`src/rtl/csr_rmw_pkg.sv`:
```
package csr_rmw_pkg;
  localparam int XLEN    = 32;
  localparam int ADDR_W  = 12;
  localparam int UIMM_W  = 5;
  localparam int NUM_CSR = 4;

  typedef enum logic [1:0] {
    KIND_NONE  = 2'b00,
    KIND_WRITE = 2'b01,
    KIND_SET   = 2'b10,
    KIND_CLEAR = 2'b11
  } kind_e;

  // index 0 is the lowest entry
  localparam logic [NUM_CSR-1:0][ADDR_W-1:0] BANK_ADDR =
    {12'hF11, 12'h340, 12'h305, 12'h300};
  localparam logic [NUM_CSR-1:0][XLEN-1:0] BANK_MASK =
    {32'h0000_0000, 32'hFFFF_FFFF, 32'hFFFF_FFFC, 32'h0000_1888};
  localparam logic [NUM_CSR-1:0][XLEN-1:0] BANK_RESET =
    {32'h0000_0A5A, 32'h0000_0000, 32'h0000_0100, 32'h0000_1800};
endpackage

```
`src/rtl/csr_rmw_decode.sv`:
```
module csr_rmw_decode
  import csr_rmw_pkg::*;
#(
  parameter int A_W = ADDR_W,
  parameter int N   = NUM_CSR,
  parameter int I_W = UIMM_W,
  parameter logic [N-1:0][A_W-1:0] ADDRS = BANK_ADDR
) (
  input  logic           valid,
  input  logic [2:0]     op,
  input  logic [A_W-1:0] addr,
  input  logic [I_W-1:0] uimm,
  input  logic           rd_is_x0,
  input  logic           src_is_x0,
  output logic [N-1:0]   hit,
  output kind_e          kind,
  output logic           do_read,
  output logic           do_write,
  output logic           is_illegal
);
  logic any_hit;
  logic src_zero;
  logic wants_write;
  logic ro_space;

  for (genvar i = 0; i < N; i++) begin : g_match
    assign hit[i] = (addr == ADDRS[i]);
  end

  always_comb begin
    any_hit     = |hit;
    kind        = kind_e'(op[1:0]);
    src_zero    = op[2] ? (uimm == '0) : src_is_x0;
    ro_space    = (addr[A_W-1 -: 2] == 2'b11);
    wants_write = (kind == KIND_WRITE) ||
                  (((kind == KIND_SET) || (kind == KIND_CLEAR)) && !src_zero);
    is_illegal  = valid && ((kind == KIND_NONE) || !any_hit || (wants_write && ro_space));
    do_write    = valid && !is_illegal && wants_write;
    do_read     = valid && !is_illegal && !((kind == KIND_WRITE) && rd_is_x0);
  end
endmodule

```
`src/rtl/csr_rmw_update.sv`:
```
module csr_rmw_update
  import csr_rmw_pkg::*;
#(
  parameter int W = XLEN
) (
  input  kind_e        kind,
  input  logic [W-1:0] old_val,
  input  logic [W-1:0] src,
  input  logic [W-1:0] mask,
  output logic [W-1:0] new_val
);
  logic [W-1:0] eff;

  always_comb begin
    eff = src & mask;
    unique case (kind)
      KIND_WRITE: new_val = (old_val & ~mask) | eff;
      KIND_SET:   new_val = old_val | eff;
      KIND_CLEAR: new_val = old_val & ~eff;
      default:    new_val = old_val;
    endcase
  end
endmodule

```
`src/rtl/csr_rmw_bank.sv`:
```
module csr_rmw_bank
  import csr_rmw_pkg::*;
#(
  parameter int W = XLEN,
  parameter int N = NUM_CSR,
  parameter logic [N-1:0][W-1:0] MASKS  = BANK_MASK,
  parameter logic [N-1:0][W-1:0] RESETS = BANK_RESET
) (
  input  logic                clk,
  input  logic                rst_n,
  input  logic [N-1:0]        hit,
  input  logic                wr_en,
  input  logic [W-1:0]        wr_val,
  output logic [W-1:0]        sel_val,
  output logic [W-1:0]        sel_mask,
  output logic [N-1:0][W-1:0] state
);
  logic [N-1:0][W-1:0] state_d;
  logic [N-1:0]        load;

  for (genvar i = 0; i < N; i++) begin : g_entry
    always_comb begin
      load[i]    = wr_en && hit[i];
      state_d[i] = load[i] ? wr_val : state[i];
    end

    always_ff @(posedge clk or negedge rst_n) begin
      if (!rst_n) state[i] <= RESETS[i];
      else if (load[i]) state[i] <= state_d[i];
    end
  end

  always_comb begin
    sel_val  = '0;
    sel_mask = '0;
    for (int i = 0; i < N; i++) begin
      sel_val  = sel_val  | (state[i] & {W{hit[i]}});
      sel_mask = sel_mask | (MASKS[i] & {W{hit[i]}});
    end
  end
endmodule

```
`src/rtl/csr_rmw_unit.sv`:
```
module csr_rmw_unit
  import csr_rmw_pkg::*;
#(
  parameter int W   = XLEN,
  parameter int A_W = ADDR_W,
  parameter int I_W = UIMM_W,
  parameter int N   = NUM_CSR
) (
  input  logic           clk,
  input  logic           rst_n,
  input  logic           req_valid,
  input  logic [2:0]     req_op,
  input  logic [A_W-1:0] req_addr,
  input  logic [W-1:0]   rs1_value,
  input  logic [I_W-1:0] uimm,
  input  logic           rd_is_x0,
  input  logic           src_is_x0,
  output logic [W-1:0]   rd_data,
  output logic           rd_read,
  output logic           wr_fire,
  output logic           illegal
);
  logic [1:0]          rst_pipe;
  logic                rst_sync_n;
  logic [N-1:0]        hit;
  kind_e               kind;
  logic [W-1:0]        src;
  logic [W-1:0]        old_val;
  logic [W-1:0]        old_mask;
  logic [W-1:0]        new_val;
  logic [N-1:0][W-1:0] csr_q;

  // asynchronous assertion, synchronous release
  always_ff @(posedge clk or negedge rst_n) begin
    if (!rst_n) rst_pipe <= 2'b00;
    else        rst_pipe <= {rst_pipe[0], 1'b1};
  end
  assign rst_sync_n = rst_pipe[1];

  assign src = req_op[2] ? {{(W-I_W){1'b0}}, uimm} : rs1_value;

  csr_rmw_decode #(.A_W(A_W), .N(N), .I_W(I_W)) u_dec (
    .valid(req_valid), .op(req_op), .addr(req_addr), .uimm(uimm),
    .rd_is_x0(rd_is_x0), .src_is_x0(src_is_x0),
    .hit(hit), .kind(kind), .do_read(rd_read), .do_write(wr_fire),
    .is_illegal(illegal)
  );

  csr_rmw_bank #(.W(W), .N(N)) u_bank (
    .clk(clk), .rst_n(rst_sync_n), .hit(hit), .wr_en(wr_fire),
    .wr_val(new_val), .sel_val(old_val), .sel_mask(old_mask), .state(csr_q)
  );

  csr_rmw_update #(.W(W)) u_upd (
    .kind(kind), .old_val(old_val), .src(src), .mask(old_mask), .new_val(new_val)
  );

  assign rd_data = rd_read ? old_val : '0;
endmodule

```
`config.mk`:
```
export PLATFORM = sky130hd
export DESIGN_NAME = csr_rmw_unit
export DESIGN_NICKNAME = d
export VERILOG_FILES = /design/src/rtl/csr_rmw_pkg.sv /design/src/rtl/csr_rmw_decode.sv /design/src/rtl/csr_rmw_update.sv /design/src/rtl/csr_rmw_bank.sv /design/src/rtl/csr_rmw_unit.sv
export SDC_FILE = /design/constraint.sdc
export NUM_CORES = 1
export LEC_CHECK = 0
export BUFFER_PORTS_ARGS = -buffer_cell sky130_fd_sc_hd__buf_2
export CAP_MARGIN = 25
export CELL_PAD_IN_SITES_DETAIL_PLACEMENT = 1
export CELL_PAD_IN_SITES_GLOBAL_PLACEMENT = 2
export CORE_UTILIZATION = 34
export CTS_BUF_LIST = sky130_fd_sc_hd__clkbuf_8
export DETAILED_ROUTE_END_ITERATION = 6
export GPL_ROUTABILITY_DRIVEN = 0
export PLACE_DENSITY = 0.89
export REMOVE_ABC_BUFFERS = 1
export SLEW_MARGIN = 15
export SYNTH_ARGS = -nofsm -noshare
export SYNTH_HDL_FRONTEND = slang
export SYNTH_SLANG_ARGS = --single-unit
```
`constraint.sdc`:
```
create_clock -name clk -period 3.85 [get_ports clk]
set_clock_uncertainty 0.1 [all_clocks]
set_input_delay 0 -clock clk [delete_from_list [all_inputs] [get_ports clk]]
set_output_delay 0 -clock clk [all_outputs]
set_load 0.01 [all_outputs]
```
# Word-level counts from Yosys, hierarchy flattened

Index checks and enable logic that the tools add are counted.

Reductions and logical operators: 22
Muxes and demuxes: 4
Equality and inequality tests: 8
Bitwise logic cells: 16

Operators by type and width:

| cell                                                   | number |
|---|---|
| AND 32 bit                                             | 7 |
| OR 32 bit                                              | 6 |
| one-hot mux 32 bit (3 select lines)                    | 1 |
| 2-to-1 mux 32 bit                                      | 2 |
| NOT 32 bit                                             | 2 |
| equality test 12 x 10 -> 1 bit (second input constant) | 3 |
| OR 13 x 32 -> 32 bit                                   | 1 |
| equality test 12 bit (second input constant)           | 1 |
| logical AND 1 bit                                      | 11 |
| equality test 2 bit (second input constant)            | 3 |
| zero test 5 bit                                        | 1 |
| zero test 1 bit                                        | 4 |
| logical OR 1 bit                                       | 4 |
| OR reduction 4 bit                                     | 1 |
| equality test 2 x 1 -> 1 bit (second input constant)   | 1 |
| zero test 2 bit                                        | 1 |
| 2-to-1 mux 1 bit                                       | 1 |

Flip-flop bits (word level): 130

# Logic depth before layout (Yosys ltp)

Gate-level depths: netlist (run 1).

Depth in word-level cells: 12
Mapped depth: 10
Depth with buffers taken out: 7

# Cells and area by module

A second synthesis (run 1) with hierarchy kept.

Cells, all modules: 707
Area total of the unflattened synthesis: 7,651.1 um^2

Modules (own cells, without submodules):

| module         | instances | area an instance (um^2) | cells an instance |
|---|---|---|---|
| csr_rmw_bank   | 1         | 5,664.2                 | 416 |
| csr_rmw_update | 1         | 1,186.1                 | 181 |
| csr_rmw_unit   | 1         | 529.3                   | 73 |
| csr_rmw_decode | 1         | 271.5                   | 37 |

# Least setup slack after synthesis (run 1)

Ideal clock, no wire load.

Kind: input-to-reg
Start: input port req_addr[0]
End: register u_bank.state[65] (netlist bit)
Data required time: 3,669 ps
Path buffers: 3
Stages: 8
Arrival: 1,687 ps
Slack: 1,982 ps
Cell sequence: buf_2 -> or4_4 -> buf_6 -> nor4_4 -> buf_6 -> a22o_4 -> o22ai_2 -> a31oi_2

Cells in the longest elaborated chain, start to end: 10
Elaborated cells on any way between the ends: 29
Classes of those cells: 4 x eq/ne; 1 x mux; 15 x bitwise; 9 x reduce/logical

Ends and longest elaborated chain:

| element                                             | line               | text |
|---|---|---|
| start: declaration                                  | csr_rmw_unit.sv:13 | `input logic [A_W-1:0] req_addr,` |
| branches (longest 10 deep; another with AND 32 bit) | --                 |  |
| end signal: indexed assignment                      | csr_rmw_bank.sv:28 | `if (!rst_n) state[i] <= RESETS[i];` |
| end signal: indexed assignment                      | csr_rmw_bank.sv:29 | `else if (load[i]) state[i] <= state_d[i];` |
| end: declaration                                    | csr_rmw_bank.sv:16 | `output logic [N-1:0][W-1:0] state` |

Parallel ways; which one is timed is not known.
A chain may end at the register's enable or synchronous reset.

# Worst setup path after layout (run 1)

Start: input port req_addr[6]
End: output port rd_data[27]

Cells in the longest elaborated chain, start to end: 10
Elaborated cells on any way between the ends: 20
Classes of those cells: 4 x eq/ne; 1 x mux; 7 x bitwise; 8 x reduce/logical

Ends and longest elaborated chain:

| element                                                                       | line                 | text |
|---|---|---|
| equality test 12 x 10 -> 1 bit / equality test 12 bit (equally long branches) | csr_rmw_decode.sv:27 | `assign hit[i] = (addr == ADDRS[i]);` |
| OR reduction 4 bit                                                            | csr_rmw_decode.sv:31 | `any_hit = \|hit;` |
| zero test 1 bit                                                               | csr_rmw_decode.sv:37 | `is_illegal = valid && ((kind == KIND_NONE) \|\| !any_hit \|\| (wants_write && ro_space));` |
| logical OR 1 bit (2 in series)                                                | csr_rmw_decode.sv:37 |  |
| logical AND 1 bit                                                             | csr_rmw_decode.sv:37 |  |
| zero test 1 bit                                                               | csr_rmw_decode.sv:39 | `do_read = valid && !is_illegal && !((kind == KIND_WRITE) && rd_is_x0);` |
| logical AND 1 bit (2 in series)                                               | csr_rmw_decode.sv:39 |  |
| 2-to-1 mux 32 bit *                                                           | csr_rmw_unit.sv:58   | `assign rd_data = rd_read ? old_val : '0;` |
| end: declaration                                                              | csr_rmw_unit.sv:18   | `output logic [W-1:0] rd_data,` |

Every way passes the cells marked *; elsewhere a longest branch is shown, timed or not.

==> impl_metrics.toml, run 1 <==
[run_status]
status = "finished, final reports clean"

[critical_path]
endpoint_kind = "output pin"
cp_slowest_cell = "a2111oi_2"
max_stage_delay_ps = 750
required_ps = 3750
crit_fanout = 18
r2r_slack_ps = 1820
path_cells = "dlygate4sd3_1 -> buf_2 -> nand3b_1 -> a2111oi_2 -> o221ai_4 -> buf_4 -> nor2_1 -> buf_2"
worst-endpoint-arrival_ps = 2980
critPathLaunchType = "primary input"
cp_top_family = "buffers and inverters"
path_common_cell = "buf_2"
setup.worst_path.class = "primary input to output pin"
path_buf_inv = 4

[timing]
hold_viol = 0
maxSlewViolCount = 0
max_slew_margin_pct = 37.9
clock.fmax_mhz = 325
fin_crit_ps = 3080
rsz0062_at_grt = "no"
holdWs_ps = 10.5
worst_slew_pin_slew_ps = 931
finalCritPeriodShare_pct = 80.0
fin_tns_setup_ps = 0
finalSetupViolations = 0

[route]
ant_nets = 0
vias = 6661
routed_via_density = 5.86
dr.pass1.iters = 5
drt_iter0_markers = 429
postRouteWirelength_um = 25300
drc_errors = 0
wire_per_inst_um = 22.2

[floorplan]
die_h_um = 149
rows = 53
dieArea_sq_um = 22100
chipWidth_um = 149
core_area_sq_um = 21100
io_pins = 92
start_util_pct = 34.7

[yosys]
postSynthCellCount = 785
syn_area_per_cell_sq_um = 9.32
yosysUniqueCellTypes = 64
synth-seq-area-share_pct = 44.6
ys_ff_latch = 130
async_flop_share_pct = 100
synth_flop_cell = "dfrtp_1"
synth_edf_count = 0
yosys_warnings = 0
syn_area_sq_um = 7320

[finish]
utilization_pct = 41.2
fillCellCount = 2435
diodes = 0
most-common-layout-cells = "dfrtp_1, buf_2, nor2_1"
area_growth_pct = 18.8
drive_gt1_share_pct = 26.9
nets = 910
layout_commonest_cell = "dfrtp_1"

[power_and_ir_drop]
peakVddDrop_v = 0.000176
power.leakage_nw = 3.69
power_density_nw_per_um2 = 337

[placement]
portBuffers = 91
place_hpwl_um = 16200

[clock_network]
clock_path_buffers = 2
cts_hold_buf = 32
cts_setup_buffers = 0
clk_pin_slew_ps = 70
cts_tree = "yes"
cts_max_level = 4
insertion_delay_ps = 450
cts-root-buf = "clkbuf_8"
cts.repair.resized = 0
cts_buffers = 17
cts.sinks = 130

[grt]
grt_pass1_wl_um = 40300
grt_pass1_vias = 7153
grt_max_degree = 65
grt_use_total_pct = 23.9
grt-ovfl-total = 0
antenna_found_initial = 0

[job]
maxCapViolations = 0

[worst_hold_path]
hp-class = "primary input to register"
sequential cells by signal (all words and copies together), names as in the netlist:
| name | flops |
|---|---|
| u_bank.state | 128 |
| rst_pipe | 2 |
path summary, 6_finish.rpt:
check	from	endpoint	cells after the start
worst min register to register	rst_pipe[0]$_DFF_PN0_	rst_pipe[1]$_DFF_PN0_	0
worst max-delay path	req_addr[6]	rd_data[27]	8
worst max register to register	u_bank.state[71]$_DFFE_PN0P_	u_bank.state[71]$_DFFE_PN0P_	5
worst min-delay path	rs1_value[1]	u_bank.state[65]$_DFFE_PN0P_	4
max in group asynchronous	rst_pipe[1]$_DFF_PN0_	u_bank.state[105]$_DFFE_PN1P_	1
min in group asynchronous	rst_n	rst_pipe[1]$_DFF_PN0_	3
stage by stage:
stage,instances,area (sq um),power (mW),setup WS (ps)
2_1_floorplan,677,6840,1.50,-124
3_3_place_gp,1072,7910,1.62,1250
3_5_place_dp,1073,7940,1.63,1150
4_1_cts,1137,8700,2.95,792
5_1_grt,1137,8700,3.03,618
6_report,1137,8700,2.93,771
power by group:
group | internal [mW] | switching (mW)
clock | 0.749 | 0.553
combinational | 0.0912 | 0.155
sequential | 1.37 | 0.0141
cell type report:
cell class	instances	area [sq um]	share of cell area, %
Multi-Input combinational cell	539	3590	41.3
Sequential cell	130	3270	37.6
Timing Repair Buffer	153	1020	11.7
Tap cell	275	344	3.96
Clock buffer	20	275	3.17
Clock inverter	12	164	1.88
Inverter	8	30.0	0.345
worst reg2reg max path, cell delays in order, from the launching register on:
cell and delay [ps]:
dfrtp_1 370, or4bb_1 420, a2111oi_0 450, a221oi_1 150, o21bai_1 250, a31oi_1 210
routing by layer:
metal | wire length, um | up-vias | GRT usage, %
met5 | 0 | - | 0
met4 | 421 | 0 | 6.91
met3 | 1080 | 34 | 4.48
met2 | 12600 | 169 | 41.2
met1 | 11100 | 3438 | 30.4
li1 | - | 3020 | -
synthesized netlist by cell type (all sizes together), types with 8 or more instances:
cell type | n | area (sq um)
nor4 | 10 | 105
clkbuf | 77 | 289
a31oi | 93 | 663
o21ai | 28 | 140
a32oi | 23 | 201
buf | 31 | 184
o22ai | 26 | 288
a21oi | 69 | 345
dfstp | 9 | 236
a22o | 25 | 319
nand2 | 64 | 240
nor2 | 90 | 338
inv | 8 | 30.0
mux2i | 13 | 130
nor3b | 25 | 188
dfrtp | 121 | 3030
kinds of logic (layout without fill, tap and decap cells):
family | after synthesis | after routing | share of synthesized area (%)
other | 1 | 1 | 0.0513
buffers and inverters | 116 | 193 | 6.87
and+or+nand+nor | 230 | 230 | 16.0
DFF | 130 | 130 | 44.6
adders and majority gates | 4 | 4 | 0.684
AOI/OAI and AO/OA | 291 | 291 | 30.0
muxes | 13 | 13 | 1.78
No activity file was read; power rests on OpenSTA's default activity.
==> run 2: changes to the inputs <==
--- a/config.mk
+++ b/config.mk
@@ -9,11 +9,11 @@
 export CAP_MARGIN = 25
 export CELL_PAD_IN_SITES_DETAIL_PLACEMENT = 1
 export CELL_PAD_IN_SITES_GLOBAL_PLACEMENT = 2
-export CORE_UTILIZATION = 34
+export CORE_UTILIZATION = 38
 export CTS_BUF_LIST = sky130_fd_sc_hd__clkbuf_8
 export DETAILED_ROUTE_END_ITERATION = 6
 export GPL_ROUTABILITY_DRIVEN = 0
-export PLACE_DENSITY = 0.89
+export PLACE_DENSITY = 0.93
 export REMOVE_ABC_BUFFERS = 1
 export SLEW_MARGIN = 15
 export SYNTH_ARGS = -nofsm -noshare
==> constraint.sdc (replaced) <==
create_clock -name clk -period 3.03 [get_ports clk]
set_clock_uncertainty 0.1 [all_clocks]
set_input_delay 0 -clock clk [delete_from_list [all_inputs] [get_ports clk]]
set_output_delay 0 -clock clk [all_outputs]
set_load 0.01 [all_outputs]
==> impl_metrics.toml, run 2 (synthesis gave the netlist of run 1 again) <==
[power_and_ir_drop]
peakVddDrop_v = 0.000283
power_density_nw_per_um2 = 423
p_total_mw = 3.71
power.leakage_nw = 3.73

[route]
routed_via_density = 6.03
drc_errors = 0
dr.pass1.iters = 4
ant_nets = 0
drt_iter0_markers = 450
vias = 6686
wire_per_inst_um = 22.1
postRouteWirelength_um = 24500

[finish]
largest_reg_flops = 128
nets = 922
drive_gt1_share_pct = 27.3
diodes = 0
reg_top3 = "u_bank.state (128), rst_pipe (2)"
regMostFlops = "u_bank.state"
area_growth_pct = 19.8
fillCellCount = 2135
regArea_sq_um = 3270
layout_commonest_cell = "dfrtp_1"
utilization_pct = 46.7
most-common-layout-cells = "dfrtp_1, buf_2, nor2_1"
multi_input_area_sq_um = 3590

[grt]
grt_use_total_pct = 26.1
grt_max_degree = 68
antenna_found_initial = 0
grt_pass1_wl_um = 39800
grt-ovfl-total = 0
grt_pass1_vias = 7188

[critical_path]
r2r_slack_ps = 890
cp-startpoint = "req_addr[2]"
max_stage_delay_ps = 720
path_cells = "dlygate4sd3_1 -> buf_2 -> nand3b_1 -> a2111oi_2 -> nor3b_1 -> o211ai_1 -> o31ai_1 -> dlygate4sd3_1"
critPathLaunchType = "primary input"
required_ps = 3350
rr_startpoint = "u_bank.state[35]$_DFFE_PN0P_"
endpoint_kind = "register"
path_buf_inv = 3
setup.worst_path.class = "primary input to register"
worst-endpoint-arrival_ps = 3060
crit_fanout = 9
path_common_cell = "dlygate4sd3_1"
cp_top_family = "buffers and inverters"
cp_slowest_cell = "a2111oi_2"

[clock_network]
cts_max_level = 4
clk_pin_slew_ps = 90
insertion_delay_ps = 470
cts_tree = "yes"
clock_path_buffers = 2
cts_setup_buffers = 0
cts.sinks = 130
cts_buffers = 17
cts-root-buf = "clkbuf_8"

[timing]
holdWs_ps = 20.5
finalSetupViolations = 0
clock.fmax_mhz = 365
maxSlewViolCount = 0
fin_crit_ps = 2740
fin_tns_setup_ps = 0
rsz0062_at_grt = "no"
hold_viol = 0
timing.final.ws_setup_ps = 290
max_slew_margin_pct = 49.0
finalCritPeriodShare_pct = 90.4
worst_slew_pin_slew_ps = 764

[placement]
portBuffers = 91
place_hpwl_um = 15800
dp_slack_ps = 600

[worst_hold_path]
hp-class = "primary input to register"
worstHoldStart = "rs1_value[1]"

[floorplan]
die_h_um = 141
core_area_sq_um = 18800
chipWidth_um = 141
dieArea_sq_um = 19800
start_util_pct = 39.0
rows = 50
io_pins = 92

[job]
maxCapViolations = 0

[run_status]
status = "finished, final reports clean"
## run 2: cell types whose count changed in the layout (fill, tap and decap cells not counted), sizes merged
cell         delta
inv             +2
bufinv          -1
clkbuf          -2
buf             +6
dlygate4sd3     +6
clkinvlp        +1
## run 2: worst register-to-register path: stages, from the launching register on
cell,delay (ps)
dfrtp_1,370
inv_1,80
o32ai_1,90
a221o_1,350
o211ai_1,360
o31ai_1,110
dlygate4sd3_1,560
## run 2: stage by stage
stage | cell area (sq um) | cells
after floorplan | 6840 | 677
after global placement | 7960 | 1038
after detailed placement | 7960 | 1038
after CTS | 8760 | 1108
after global routing | 8760 | 1108
final | 8760 | 1108
## run 2: per-layer routing
metal  GRT usage [%]  part of all wire, %
met4            9.55                  2.0
met3            4.45                  4.9
met2            42.5                   48
met1            34.8                   45
met5               0                    0
## run 2: power by group
group	internal (mW)	leakage, nW	switching (mW)
combinational	0.124	1.76	0.198
clock	0.848	0.213	0.785
sequential	1.74	1.76	0.0165
## run 2: cell type report
cell class                      count  area share, %
Clock buffer                       18           2.83
Sequential cell                   130           37.3
Timing Repair Buffer              165           13.2
Inverter                            8          0.343
Tap cell                          234           3.34
Multi-Input combinational cell    539           40.9
Clock inverter                     14           2.07
## run 2: path summary, 6_finish.rpt
kind / cells after the start / to
hold / removal: 4 / u_bank.state[65]$_DFFE_PN0P_
max in group asynchronous: 1 / u_bank.state[97]$_DFFE_PN1P_
min in group asynchronous: 3 / rst_pipe[1]$_DFF_PN0_
setup / recovery: 8 / u_bank.state[3]$_DFFE_PN0P_
setup reg to reg: 6 / u_bank.state[3]$_DFFE_PN0P_
hold reg to reg: 0 / rst_pipe[1]$_DFF_PN0_
## run 2: repair_timing
| item | CTS | global route |
|---|---|---|
| hold buffers | 38 | 0 |
| hold endpoints to repair | 88 | 0 |
| endpoints found under the setup margin | 0 | 0 |
| gates resized for setup | 0 | 0 |
